File: src/rtl/qdac_pkg.sv
package qdac_pkg;
    localparam int CODE_W = 8;
    localparam int NUM_CH = 4;
    localparam int SEL_W  = $clog2(NUM_CH);
    localparam int WORD_W = SEL_W + 1 + CODE_W;

    typedef logic [SEL_W-1:0] ch_sel_t;

    typedef struct packed {
        logic              span;
        logic [CODE_W-1:0] code;
    } chan_val_t;

    // Packed field order equals serial order: select first, then span, then code.
    typedef struct packed {
        ch_sel_t   sel;
        chan_val_t val;
    } cmd_t;

    localparam chan_val_t CHAN_RST = '0;

    function automatic cmd_t unpack_word(input logic [WORD_W-1:0] w);
        return cmd_t'(w);
    endfunction
endpackage

File: src/rtl/qdac_sync.sv
module qdac_sync #(
    parameter int W      = 1,
    parameter int STAGES = 2
) (
    input  logic         clk,
    input  logic         rst,
    input  logic [W-1:0] d,
    output logic [W-1:0] q
);
    logic [W-1:0] stage [STAGES];

    always_ff @(posedge clk) begin
        if (rst) begin
            for (int i = 0; i < STAGES; i++) stage[i] <= '0;
        end else begin
            stage[0] <= d;
            for (int i = 1; i < STAGES; i++) stage[i] <= stage[i-1];
        end
    end

    assign q = stage[STAGES-1];
endmodule

File: src/rtl/qdac_shift.sv
module qdac_shift
    import qdac_pkg::*;
(
    input  logic              clk,
    input  logic              rst,
    input  logic              shift_en,
    input  logic              bit_in,
    output logic [WORD_W-1:0] word
);
    always_ff @(posedge clk) begin
        if (rst)           word <= '0;
        else if (shift_en) word <= {word[WORD_W-2:0], bit_in};
    end
endmodule

File: src/rtl/qdac_bank.sv
module qdac_bank
    import qdac_pkg::*;
(
    input  logic                     clk,
    input  logic                     rst,
    input  logic                     wr_en,
    input  logic                     pass_thru,
    input  logic                     commit_all,
    input  cmd_t                     cmd,
    output logic [NUM_CH*CODE_W-1:0] out_code,
    output logic [NUM_CH-1:0]        out_span,
    output logic [NUM_CH*CODE_W-1:0] hold_code,
    output logic [NUM_CH-1:0]        hold_span
);
    genvar ch;
    generate
        for (ch = 0; ch < NUM_CH; ch++) begin : g_ch
            chan_val_t hold_q, out_q;
            logic      hit;

            assign hit = wr_en && (cmd.sel == ch_sel_t'(ch));

            always_ff @(posedge clk) begin
                if (rst) begin
                    hold_q <= CHAN_RST;
                    out_q  <= CHAN_RST;
                end else begin
                    if (hit) hold_q <= cmd.val;
                    if (hit && pass_thru) out_q <= cmd.val;
                    else if (commit_all)  out_q <= hold_q;
                end
            end

            assign out_code[ch*CODE_W +: CODE_W]  = out_q.code;
            assign out_span[ch]                   = out_q.span;
            assign hold_code[ch*CODE_W +: CODE_W] = hold_q.code;
            assign hold_span[ch]                  = hold_q.span;
        end
    endgenerate
endmodule

File: src/rtl/qdac_serial_if.sv
module qdac_serial_if
    import qdac_pkg::*;
#(
    parameter int SYNC_STAGES = 2
) (
    input  logic                     clk,
    input  logic                     rst,
    input  logic                     ser_clk,
    input  logic                     ser_dat,
    input  logic                     ser_ld,
    input  logic                     freeze,
    output logic [NUM_CH*CODE_W-1:0] dac_code,
    output logic [NUM_CH-1:0]        dac_span
);
    logic [3:0] pins_s;
    logic       sclk_s, dat_s, ld_s, frz_s;
    logic       sclk_q, ld_q, frz_q;
    logic       sclk_fall, ld_fall, frz_fall;
    logic [WORD_W-1:0]        shreg;
    cmd_t                     cmd;
    logic [NUM_CH*CODE_W-1:0] hold_code;
    logic [NUM_CH-1:0]        hold_span;

    qdac_sync #(.W(4), .STAGES(SYNC_STAGES)) u_sync (
        .clk (clk),
        .rst (rst),
        .d   ({ser_clk, ser_dat, ser_ld, freeze}),
        .q   (pins_s)
    );

    assign {sclk_s, dat_s, ld_s, frz_s} = pins_s;

    always_ff @(posedge clk) begin
        if (rst) begin
            sclk_q <= 1'b0;
            ld_q   <= 1'b0;
            frz_q  <= 1'b0;
        end else begin
            sclk_q <= sclk_s;
            ld_q   <= ld_s;
            frz_q  <= frz_s;
        end
    end

    assign sclk_fall = sclk_q & ~sclk_s;
    assign ld_fall   = ld_q   & ~ld_s;
    assign frz_fall  = frz_q  & ~frz_s;

    qdac_shift u_shift (
        .clk      (clk),
        .rst      (rst),
        .shift_en (sclk_fall & ld_s),
        .bit_in   (dat_s),
        .word     (shreg)
    );

    assign cmd = unpack_word(shreg);

    qdac_bank u_bank (
        .clk        (clk),
        .rst        (rst),
        .wr_en      (ld_fall),
        .pass_thru  (~frz_s),
        .commit_all (frz_fall),
        .cmd        (cmd),
        .out_code   (dac_code),
        .out_span   (dac_span),
        .hold_code  (hold_code),
        .hold_span  (hold_span)
    );
endmodule

File: config.mk
export PLATFORM = sky130hd
export DESIGN_NAME = qdac_serial_if
export DESIGN_NICKNAME = d
export VERILOG_FILES = /design/src/rtl/qdac_pkg.sv /design/src/rtl/qdac_sync.sv /design/src/rtl/qdac_shift.sv /design/src/rtl/qdac_bank.sv /design/src/rtl/qdac_serial_if.sv
export SDC_FILE = /design/constraint.sdc
export NUM_CORES = 1
export LEC_CHECK = 0
export BUFFER_PORTS_ARGS = -buffer_cell sky130_fd_sc_hd__buf_4
export CAP_MARGIN = 10
export CORE_ASPECT_RATIO = 0.9
export CORE_MARGIN = 5
export CORE_UTILIZATION = 45
export DETAILED_ROUTE_END_ITERATION = 8
export PLACE_DENSITY = 0.78
export REMOVE_ABC_BUFFERS = 1
export SYNTH_ARGS = -nofsm -noshare
export SYNTH_HDL_FRONTEND = slang
export SYNTH_SLANG_ARGS = --single-unit
File: constraint.sdc
create_clock -name clk -period 1.5 [get_ports clk]
set_clock_uncertainty 0.1 [all_clocks]
set_input_delay 0.15 -clock clk [delete_from_list [all_inputs] [get_ports clk]]
set_output_delay 0.15 -clock clk [all_outputs]
set_load 0.02 [all_outputs]
# Word level (Yosys, flattened, before mapping)
# Memory sizes are Yosys's and may differ from the RTL's.
# Index checks and enable logic that the tools add are counted.
# totals
elab_cells	59
memories	1
mem_bits_rw	8
inputBits	6
out_inout_bits	36
reg_bits	86
# op_classes
n_reduce_logical	13
eq_ne	3
bitwise	9
muxes	13
# mem_list
name	words	word_bits	read_ports	rd_ports_with_merged_regs	write_ports	line	rtl
u_sync.stage	2	4	2	0	2	qdac_sync.sv:10	logic [W-1:0] stage [STAGES];
# ops
op	count
9-bit two-way mux	8
1-bit logical AND	8
4-bit two-way mux	2
2-bit nonzero test	4
1-bit bitwise AND	4
2-bit equality test, second input constant	2
1-bit two-way mux	3
1-bit inverter	3
2-bit by 1-bit equality test with 1-bit output, second input constant	1
2-bit logical NOT	1
1-bit bitwise OR	2

# Depth between registers and ports, before layout
# Gate-level depths: netlist (run 1).
# depth
ltp_word	5
ltp_mapped	6
depth_no_buf	3

# Cells and area by module
# Synthesis (run 1) repeated with hierarchy kept, for this count alone.
# unflattened
hier_cells	368
hier_area_um2	3808.7
# by_module_without_submodules
mod	cells_per_inst	area_each_um2	seq_area_each_um2	instances
qdac_bank	303	3075.4	1441.4	1
qdac_shift	35	386.6	220.2	1
qdac_sync	20	240.2	160.2	1
qdac_serial_if	10	106.4	60.1	1

# Worst setup path before layout (run 1)
# Ideal clock, no wire load.
# synth_timing
path_kind	reg2reg
from	reg u_shift.word[9]
to	reg u_bank.g_ch[0].out_q (netlist bit u_bank.out_code[5])
path_stages_with_launch	6
slack_ns	-0.060
required_ns	1.268
arrival_ns	1.328
synth_period_minus_slack_ns	1.560
n_path_buf	2
setup_time_ns	0.132
cell_sequence	dfxtp_1 or4b_1 buf_2 buf_6 a32oi_1 a21oi_1
# synth_between
elab_chain_len	4
word_cells_on_any_way	5
cone_classes	mux: 1; reduce/logical: 4
# synth_lines
item	line	rtl
start: declaration	qdac_shift.sv:8	output logic [WORD_W-1:0] word
start signal: assignment	qdac_shift.sv:12	else if (shift_en) word <= {word[WORD_W-2:0], bit_in};
2-bit logical NOT *	qdac_bank.sv:21	assign hit = wr_en && (cmd.sel == ch_sel_t'(ch));
1-bit logical AND *	qdac_bank.sv:21	
1-bit logical AND *	qdac_bank.sv:29	if (hit && pass_thru) out_q <= cmd.val;
9-bit two-way mux or 2-bit nonzero test (tied branches)	--	
end signal: assignment	qdac_bank.sv:29	
end signal: assignment	qdac_bank.sv:30	else if (commit_all) out_q <= hold_q;
end: declaration	qdac_bank.sv:18	chan_val_t hold_q, out_q;
# Every way passes the cells marked *; elsewhere a longest branch is shown, timed or not.
# A chain may end at the register's enable or synchronous reset.

# Worst setup path in the final report (run 1)
# layout_timing
from	reg u_shift.word[9]
to	reg u_bank.g_ch[0].out_q (netlist bit u_bank.out_code[0])
# The elaborated chain is that of the path after synthesis.

==> impl_metrics.tcl, run 1 <==
set metrics [dict create \
    clock-sinks 94 \
    layout.cells.non_filler 643 \
    ir_drop_mv 0.497 \
    start_kind "flop" \
    fp.dieH_um 99.2 \
    core-area_mm2 0.00861 \
    cts_tree "built" \
    synth_area_mm2 0.00397 \
    hold_viol 0 \
    hold_class "input port to flop" \
    htree_num_levels 3 \
    synth-xor-area-share_pct 0 \
    clock_path_buffers 2 \
    drtAntennaViolNets 0 \
    synth-simple-area-share_pct 23.3 \
    cp.arrival_ns 1.72 \
    ff2ff_setup_slack_ns -0.08 \
    ys_seq_area_share_pct 47.4 \
    initial_core_util_pct 46.2 \
    via_count 3727 \
    ys.flop_type "dfxtp_1" \
    gp_congestion 0.800 \
    dr.pass1.iters 5 \
    grt_max_degree 59 \
    crit_required_ns 1.65 \
    antenna_found_initial 0 \
    ctsRootBufferMaster "clkbuf_8" \
    drt-wirelength-per-cell_um 16.9 \
    synth-edff-count 0 \
    max_cap_violations 0 \
    reg2reg_to "u_bank.out_code[0]" \
    path_class "flop to flop" \
    first_global_vias 3460 \
    overflow 0 \
    reg2reg_from "u_shift.word[9]" \
    drive_gt1_share_pct 25.0 \
    ys_types 38 \
    synthToLayoutAreaGrowth_pct 26.1 \
    grt_usage_pct 19.9 \
    synth_area_per_cell_um2 8.53 \
    grt_setup_unrepaired "true" \
    layout.nets 525 \
    synth_async_sr_flop_share_pct 0 \
    finalSetupViolCount 16 \
    die_w_um 109 \
    syn_inst 466 \
    drv_slew 0 \
    clock_latency_ns 0.36 \
    min_to "u_sync.stage[0][0]" \
    synth_compound_area_share_pct 19.6 \
    antenna_cells 0 \
    synthAdderAreaFrac_pct 0 \
    whs_path_depth 2 \
    hp-start "rst" \
    die_area_mm2 0.0108 \
    vias_per_cell 5.80 \
    p_leak_uw 0.00184 \
    tightest_slew_ns 0.350 \
    ys_warn_count 0 \
    powerDensity_mw_per_mm2 841 \
    violations "negative setup slack" \
    muxShareOfSynthArea_pct 2.77 \
    slew_headroom_pct 76.6 \
    grt_pass1_wl_um 17300 \
    max_freq_mhz 633 \
    fin_crit_sh_pct 105 \
    pin_count 42 \
    placementRows 32 \
    worst_slack_ns -0.0795 \
    fin_crit_ns 1.58 \
    clkSlewWorstSetupHoldPaths_ns 0.09 \
    drt-initial-drc-count 251 \
    hpwl_um 6940 \
    drc 0 \
    p_total_uw 4220 \
    cts_buffers 9 \
    cp-end-kind "flop" \
    dpl.cell_count 616 \
    cp_max_fo 25 \
    status "finished, violations left" \
    rr_worst_depth 4 \
    portBuffers 41 \
    drt-total-wl_um 10900 \
    ys_seq_elements 94 \
    synth_top_family_by_area "simple AND/OR/NAND/NOR gates" \
]
per-layer routing:
layer	track usage [%]	vias up	part of all wire, %
met5	0	-	0
met4	6.99	0	1.9
met3	4.41	25	7.7
met2	32.0	151	49
met1	26.2	1801	42
li1	-	1750	-
worst max path at each step:
stage	cells past startpoint	startpoint	slack, ns	endpoint
after floorplan	3	u_sync.stage[0][4]	-0.92	u_bank.out_code[24]
after global placement	4	ld_q	-0.06	u_bank.out_code[4]
after detailed placement	4	ld_q	-0.12	u_bank.out_code[0]
after CTS	4	u_shift.word[9]	-0.06	u_bank.out_code[0]
after global routing	4	u_shift.word[9]	-0.14	u_bank.out_code[3]
final	4	u_shift.word[9]	-0.08	u_bank.out_code[0]
cells in the mapped netlist (4+ instances only):
cell / n / share of area, %
nor2b_1: 20 / 3.1
and2_1: 14 / 2.2
dfxtp_1: 94 / 47
a21oi_1: 44 / 5.5
inv_1: 6 / 0.57
buf_2: 15 / 1.9
clkbuf_1: 26 / 2.5
o21ai_0: 6 / 0.76
a31oi_1: 36 / 5.7
a32oi_1: 17 / 3.7
nand2_1: 82 / 7.7
clkbuf_2: 4 / 0.50
a22oi_1: 6 / 1.1
nor2_1: 11 / 1.0
nand3_1: 36 / 4.5
mux2i_1: 11 / 2.8
o211ai_1: 5 / 0.94
cell usage in the layout, fill, tap and decap left out, types with 2 or more instances in the layout:
cell type | synthesis | final
and2_1 | 14 | 14
clkinv_2 | 0 | 4
o21ai_1 | 1 | 2
dfxtp_1 | 94 | 89
o211ai_1 | 5 | 5
o21ai_0 | 6 | 4
a31oi_2 | 0 | 2
a32oi_1 | 17 | 17
dlygate4sd3_1 | 0 | 4
a21oi_1 | 44 | 43
inv_1 | 6 | 6
nor4b_4 | 2 | 2
o32ai_1 | 3 | 3
clkbuf_8 | 0 | 10
mux2i_1 | 11 | 11
buf_4 | 2 | 74
buf_12 | 0 | 6
nor2_1 | 11 | 11
nand3_2 | 1 | 2
dfxtp_4 | 0 | 4
nand3_1 | 36 | 34
a31oi_1 | 36 | 34
a22oi_1 | 6 | 6
nand2_1 | 82 | 82
nor2b_1 | 20 | 19
buf_6 | 3 | 9
or4b_4 | 0 | 3
o2bb2ai_1 | 2 | 2
state kept, by name, summed over array words and instances, names as in the netlist:
signal            flops
u_sync.stage          8
ld_q                  1
u_bank.out_span       4
u_bank.out_code      32
sclk_q                1
u_bank.hold_code     32
u_bank.hold_span      4
frz_q                 1
u_shift.word         11
power breakdown:
| part | internal (uW) | total, uW | leakage (uW) | switching (uW) |
|---|---|---|---|---|
| Combinational | 79.6 | 188 | 0.000981 | 108 |
| Sequential | 2500 | 2510 | 0.000762 | 10.8 |
| Clock | 642 | 1520 | 0.0000922 | 874 |
through the flow:
stage	setup TNS, ns	worst slack, ns	cell area (um^2)	hold WS [ns]	util [%]
CTS	-0.371	-0.0565	4870	0.0181	56.6
floorplan	-51.63	-0.916	3720	0.119	-
detailed placement	-1.23	-0.125	4580	0.264	53.2
global route	-2.69	-0.142	5010	0.0351	58.2
global placement	-0.652	-0.0612	4580	0.262	53.2
finish	-0.774	-0.0795	5010	0.0257	58.2
cells by family after synthesis:
logic type	count (synthesis)
simple gates	179
mux	11
flops	94
buf+inv	59
compound gates	123
repair_timing:
action                                  CTS  global route
hold buffers                              4             0
buffers inserted                          1             5
pin swaps                                 6            10
endpoints found under the hold margin     4             0
endpoints found under the setup margin   28            52
gates resized for setup                  14            29
cloned                                    1             2
critical path, cell delays in order, from the launching register on:
cell and delay, ns:
dfxtp_2 0.35, or4b_4 0.55, buf_12 0.18, a32oi_1 0.19, a21oi_1 0.10
cell type report:
cell class / instances / area, um^2
Fill cell: 739 / 3600
Tap cell: 119 / 149
Timing Repair Buffer: 95 / 857
Clock buffer: 10 / 138
Clock inverter: 6 / 36.3
Multi-Input combinational cell: 313 / 1910
Inverter: 6 / 22.5
Sequential cell: 94 / 1900
(Power assumes the default switching activity.)
==> inputs of run 2 (changes only) <==
--- a/config.mk
+++ b/config.mk
@@ -5,7 +5,7 @@
 export SDC_FILE = /design/constraint.sdc
 export NUM_CORES = 1
 export LEC_CHECK = 0
-export BUFFER_PORTS_ARGS = -buffer_cell sky130_fd_sc_hd__buf_4
+export BUFFER_PORTS_ARGS = -buffer_cell sky130_fd_sc_hd__clkbuf_2
 export CAP_MARGIN = 10
 export CORE_ASPECT_RATIO = 0.9
 export CORE_MARGIN = 5
==> run 2 against run 1 <==
  * The flow still finishes with violations (negative setup slack)
  * Critical path depth did not move
  * Die area did not move
  * Utilization fell by 1.4 points
  * First-iteration DRC count rose by 31%
  * Global-route usage rose by 0.12 points
  * Final cell count fell by 0.47%
  * Maximum frequency fell by 1.4%
  * Design area fell by 2.4%
  * Critical endpoint unchanged
==> impl_metrics.tcl, run 2 (same netlist as run 1, synthesis figures left out) <==
set metrics [dict create \
    post_dp_cell_area_mm2 0.00447 \
    cts_buffers 9 \
    cp_top_family "simple AND/OR/NAND/NOR gates" \
    final_cell_area_mm2 0.00489 \
    layout_commonest_cell "dfxtp_1" \
    drive_gt1_share_pct 23.6 \
    layout.nets 523 \
    core-area_mm2 0.00861 \
    powerDensity_mw_per_mm2 953 \
    htree_num_levels 3 \
    reg2reg_from "u_shift.word[9]" \
    violations "negative setup slack" \
    reg2reg_to "u_bank.out_code[0]" \
    antenna_found_initial 0 \
    hold_class "input port to flop" \
    status "finished, violations left" \
    cp-end-kind "flop" \
    portBuffers 41 \
    cp_max_fo 25 \
    max_cap_violations 0 \
    cp_cell_sequence "or4b_4 -> buf_12 -> a32oi_1 -> a21oi_1" \
    grt_max_degree 58 \
    grt_setup_unrepaired "true" \
    slowest_delay_ns 0.55 \
    path_class "flop to flop" \
    p_leak_uw 0.00182 \
    initial_core_util_pct 46.2 \
    pin_count 42 \
    die_w_um 109 \
    mostFrequentLayoutCells "dfxtp_1 (89), nand2_1 (82), a21oi_1 (44), clkbuf_2 (41)" \
    endpoint "u_bank.out_code[0]" \
    worst_slack_ns -0.102 \
    drt-total-wl_um 10400 \
    dr.pass1.iters 5 \
    clock_path_buffers 2 \
    clkSlewWorstSetupHoldPaths_ns 0.08 \
    n_fill_cell 753 \
    max_freq_mhz 624 \
    cp_num_buf_inv 1 \
    start_kind "flop" \
    slowest_stage "or4b_4" \
    rr_worst_depth 4 \
    cp.arrival_ns 1.75 \
    crit_cells 4 \
    placementRows 32 \
    vias_per_cell 5.72 \
    cts_tree "built" \
    clock-sinks 94 \
    ctsRootBufferMaster "clkbuf_8" \
    drtAntennaViolNets 0 \
    hold_slack_ns 0.100 \
    fin_crit_sh_pct 107 \
    synthToLayoutAreaGrowth_pct 23.1 \
    drt-initial-drc-count 329 \
    hpwl_um 6970 \
    drc 0 \
    overflow 0 \
    first_global_vias 3467 \
    die_area_mm2 0.0108 \
    grt_pass1_wl_um 17100 \
    fp.dieH_um 99.2 \
    hold_viol 0 \
    crit_required_ns 1.65 \
    gp_congestion 0.818 \
    drv_slew 0 \
    slew_headroom_pct 73.4 \
    finalSetupViolCount 18 \
    startpoint "u_shift.word[9]" \
    antenna_cells 0 \
    drt-wirelength-per-cell_um 16.3 \
    ff2ff_setup_slack_ns -0.10 \
    fin_crit_ns 1.60 \
    clock_latency_ns 0.36 \
    ir_drop_mv 0.645 \
    tightest_slew_ns 0.398 \
    via_count 3661 \
    grt_usage_pct 20.0 \
]
[run 2: layout make-up]
cell class	instances	area (um^2)	area share, %
clock buffers	11	141	2.89
clock inverters	4	95.1	1.94
inverters	6	22.5	0.460
multi-input cells	313	1880	38.5
flip-flops and latches	94	1890	38.7
well taps	119	149	3.04
repair buffers	93	708	14.5
[run 2: worst reg2reg max path, cell delays in order, from the launching register on]
cell and delay (ns):
dfxtp_2 0.35, or4b_4 0.55, buf_12 0.18, a32oi_1 0.23, a21oi_1 0.10
[run 2: through the flow]
step           cells  utilization, %  setup TNS (ns)  setup slack [ns]  total power, uW
3_5_place_dp     617            51.9           -1.27            -0.118             2720
6_report         640            56.8          -0.657            -0.102             4660
3_3_place_gp     617            51.9          -0.517           -0.0700             2720
2_1_floorplan    413               -          -51.63            -0.916             2630
4_1_cts          638            56.1          -0.430           -0.0588             4690
5_1_grt          640            56.8           -3.31            -0.168             4810
[run 2: metal layers]
metal	GRT usage, %	wire length [um]	up-vias
li1	-	-	1747
met1	26.7	4510	1746
met2	31.0	4950	151
met3	4.93	818	17
met4	7.96	138	0
met5	0	0	-
[run 2: report_power, final]
part | switching [uW] | internal, uW | total [uW]
clock network | 831 | 1140 | 1970
logic | 105 | 69.2 | 175
registers | 9.72 | 2500 | 2510
total | 946 | 3720 | 4660
[run 2: worst min-delay path by stage]
stage / start / endpoint / depth (start not counted)
4_1_cts: rst / u_bank.out_code[30] / 3
5_1_grt: rst / u_bank.out_code[29] / 3
3_5_place_dp: ser_dat / u_sync.stage[0][2] / 2
2_1_floorplan: rst / u_bank.hold_code[0] / 1
3_3_place_gp: ser_clk / u_sync.stage[0][3] / 2
6_report: rst / u_bank.out_code[29] / 3
[run 2: repair_timing]
item                       in CTS  in global routing
hold buffers                    4                  0
cloned                          0                  1
setup endpoints to repair      35                 51
resized for setup              23                  8
pin swaps                       8                  5
buffers inserted                2                  1
hold endpoints to repair        4                  0
==> inputs of run 3 (changes only) <==
--- a/config.mk
+++ b/config.mk
@@ -5,6 +5,7 @@
 export SDC_FILE = /design/constraint.sdc
 export NUM_CORES = 1
 export LEC_CHECK = 0
+export ABC_AREA = 1
 export BUFFER_PORTS_ARGS = -buffer_cell sky130_fd_sc_hd__clkbuf_2
 export CAP_MARGIN = 10
 export CORE_ASPECT_RATIO = 0.9
==> run 3 against run 2 <==
  * The flow now finishes without violations
  * Design area down 6.2%
  * First-iteration DRC count down 29%
  * Global-route usage down 2.9 points
  * Via count down 4.2%
  * Hold slack worse by 0.0026 ns
  * Sequential share of layout area up 2.4 points
  * Clock power down 7%
  * Combinational power down 9%
  * Final cell count up 9.4%
  * Sequential power about the same
  * Die area down 0.60%
  * Critical endpoint is now u_bank.out_code[6]
==> impl_metrics.tcl, run 3 <==
set metrics [dict create \
    ys_seq_elements 94 \
    ir_drop_mv 0.512 \
    overflow 0 \
    crit_required_ns 1.69 \
    synth-xor-area-share_pct 0 \
    hold_class "input port to flop" \
    powerDensity_mw_per_mm2 982 \
    synth_compound_area_share_pct 10.7 \
    ys_types 23 \
    antenna_found_initial 0 \
    cp-end-kind "flop" \
    grt_setup_unrepaired "true" \
    vias_per_cell 5.01 \
    layout_commonest_cell "nor2_1" \
    drt-total-wl_um 9070 \
    layout.nets 582 \
    hold_slack_ns 0.0974 \
    yosysMostFrequentCell "nor2_1" \
    fin_crit_ns 1.43 \
    ys_seq_area_share_pct 47.7 \
    grt_usage_pct 17.1 \
    status "finished clean" \
    worst_slack_ns 0.0718 \
    rr_worst_depth 7 \
    yosysTopAreaCell "dfxtp_1" \
    muxShareOfSynthArea_pct 0 \
    die_w_um 109 \
    p_total_uw 4510 \
    clock-sinks 94 \
    place_ws_ns 0.0144 \
    synthToLayoutAreaGrowth_pct 16.3 \
    met1_usage_pct 20.8 \
    fp.dieH_um 98.9 \
    endpoint "u_bank.out_code[6]" \
    gp_congestion 0.816 \
    synth-edff-count 0 \
    ctsRootBufferMaster "clkbuf_8" \
    ys_warn_count 0 \
    p_leak_uw 0.00194 \
    clkSlewWorstSetupHoldPaths_ns 0.09 \
    placementRows 32 \
    hpwl_um 5900 \
    synth_top_family_by_area "simple AND/OR/NAND/NOR gates" \
    netlist.area_leader.share_pct 47.7 \
    clock_latency_ns 0.36 \
    cts_tree "built" \
    synthAdderAreaFrac_pct 0 \
    via_count 3507 \
    start_kind "flop" \
    ys_top_cells_by_area "dfxtp_1 (48%), nor2_1 (10%), nand3_1 (9.4%)" \
    startpoint "ld_q" \
    htree_num_levels 3 \
    drt-wirelength-per-cell_um 13.0 \
    reg2reg_from "ld_q" \
    synth-simple-area-share_pct 31.6 \
    ff2ff_setup_slack_ns 0.07 \
    drtAntennaViolNets 0 \
    synth_area_mm2 0.00395 \
    path_class "flop to flop" \
    reg2reg_to "u_bank.out_code[6]" \
    ys.flop_type "dfxtp_1" \
    initial_core_util_pct 46.1 \
    use_met2_pct 30.2 \
    hp-start "rst" \
    first_global_vias 3354 \
    grt.busiest_layer "met2" \
    finalSetupViolCount 0 \
    pin_count 42 \
    drive_gt1_share_pct 17.0 \
    tightest_slew_ns 0.471 \
    die_area_mm2 0.0107 \
    met3_usage_pct 3.73 \
    portBuffers 41 \
    cts_buffers 9 \
    hold_viol 0 \
    grt_max_degree 44 \
    mostFrequentLayoutCells "nor2_1 (109), dfxtp_1 (91), nand3_1 (74), nand2_1 (64), inv_1 (51)" \
    whs_path_depth 3 \
    drc 0 \
    setup_tns_ns 0 \
    cp_max_fo 18 \
    max_freq_mhz 700 \
    antenna_cells 0 \
    slew_headroom_pct 68.5 \
    dr.pass1.iters 5 \
    drv_slew 0 \
    ys_top_cells_by_count "nor2_1 (109), dfxtp_1 (94), nand3_1 (74)" \
    fin_crit_sh_pct 95.2 \
    synth_async_sr_flop_share_pct 0 \
    core-area_mm2 0.00857 \
    synth_area_per_cell_um2 7.36 \
    drt-initial-drc-count 234 \
    cp.arrival_ns 1.62 \
    clock_path_buffers 2 \
    syn_inst 536 \
    grt_pass1_wl_um 15100 \
    max_cap_violations 0 \
]
-- run 3: cell types whose count changed in the layout (fill, tap and decap cells not counted), sizes merged, moves of 14 or more --
| cell | delta |
|---|---|
| nor2 | +105 |
| inv | +48 |
| nand3 | +42 |
| a31oi | -36 |
| buf | -31 |
| o21ai | +24 |
| nor2b | -20 |
| a32oi | -17 |
| and2 | -14 |
-- run 3: worst min-delay path by stage --
stage / to / slack [ns]
floorplan: u_bank.hold_code[0] / 0.12
global placement: u_sync.stage[0][0] / 0.24
detailed placement: u_sync.stage[0][0] / 0.25
CTS: u_sync.stage[0][4] / 0.1
global route: u_sync.stage[0][0] / 0.13
finish: u_sync.stage[0][0] / 0.1
-- run 3: area by class of cell --
| cell class | count | area, um^2 |
|---|---|---|
| clock buffer | 13 | 149 |
| clock inverter | 3 | 67.6 |
| fill | 827 | 3980 |
| inverter | 54 | 205 |
| multi-input combinational | 354 | 1690 |
| sequential | 94 | 1890 |
| tap | 119 | 149 |
| timing repair buffer | 63 | 448 |
-- run 3: cells by family after synthesis --
| kind of cell | count (synthesis) |
|---|---|
| flip-flops | 94 |
| AND/OR/NAND/NOR | 276 |
| AO/OA/AOI/OAI | 78 |
| buffers and inverters | 88 |
-- run 3: metrics by stage --
stage          cells  area [um^2]  utilization [%]
6_report         700         4590             53.6
5_1_grt          700         4590             53.6
3_5_place_dp     679         4280             49.9
2_1_floorplan    502         3760                -
4_1_cts          699         4530             52.9
3_3_place_gp     679         4280             49.9
-- run 3: routing by layer --
metal	up-vias	share of wire [%]
met5	-	0
met4	0	1.4
met3	17	5.5
met2	106	49
met1	1589	44
li1	1795	-
-- run 3: report_power, final --
| group | internal [uW] | switching, uW |
|---|---|---|
| Sequential | 2510 | 13.0 |
| Combinational | 50.7 | 109 |
| Clock | 988 | 839 |
| Total | 3550 | 961 |
-- run 3: timing repair --
| item | CTS | global route |
|---|---|---|
| setup buffers | 0 | 0 |
| hold endpoints to repair | 4 | 0 |
| hold buffers | 4 | 0 |
| setup endpoints to repair | 0 | 41 |
| gates resized for setup | 0 | 10 |
-- run 3: critical path, stage by stage, from the launching register on --
cell     delay, ns
dfxtp_1       0.35
inv_1         0.10
nor2_8        0.19
buf_12        0.17
nand3_4       0.13
o21ai_0       0.11
nand2_1       0.08
a21oi_1       0.14
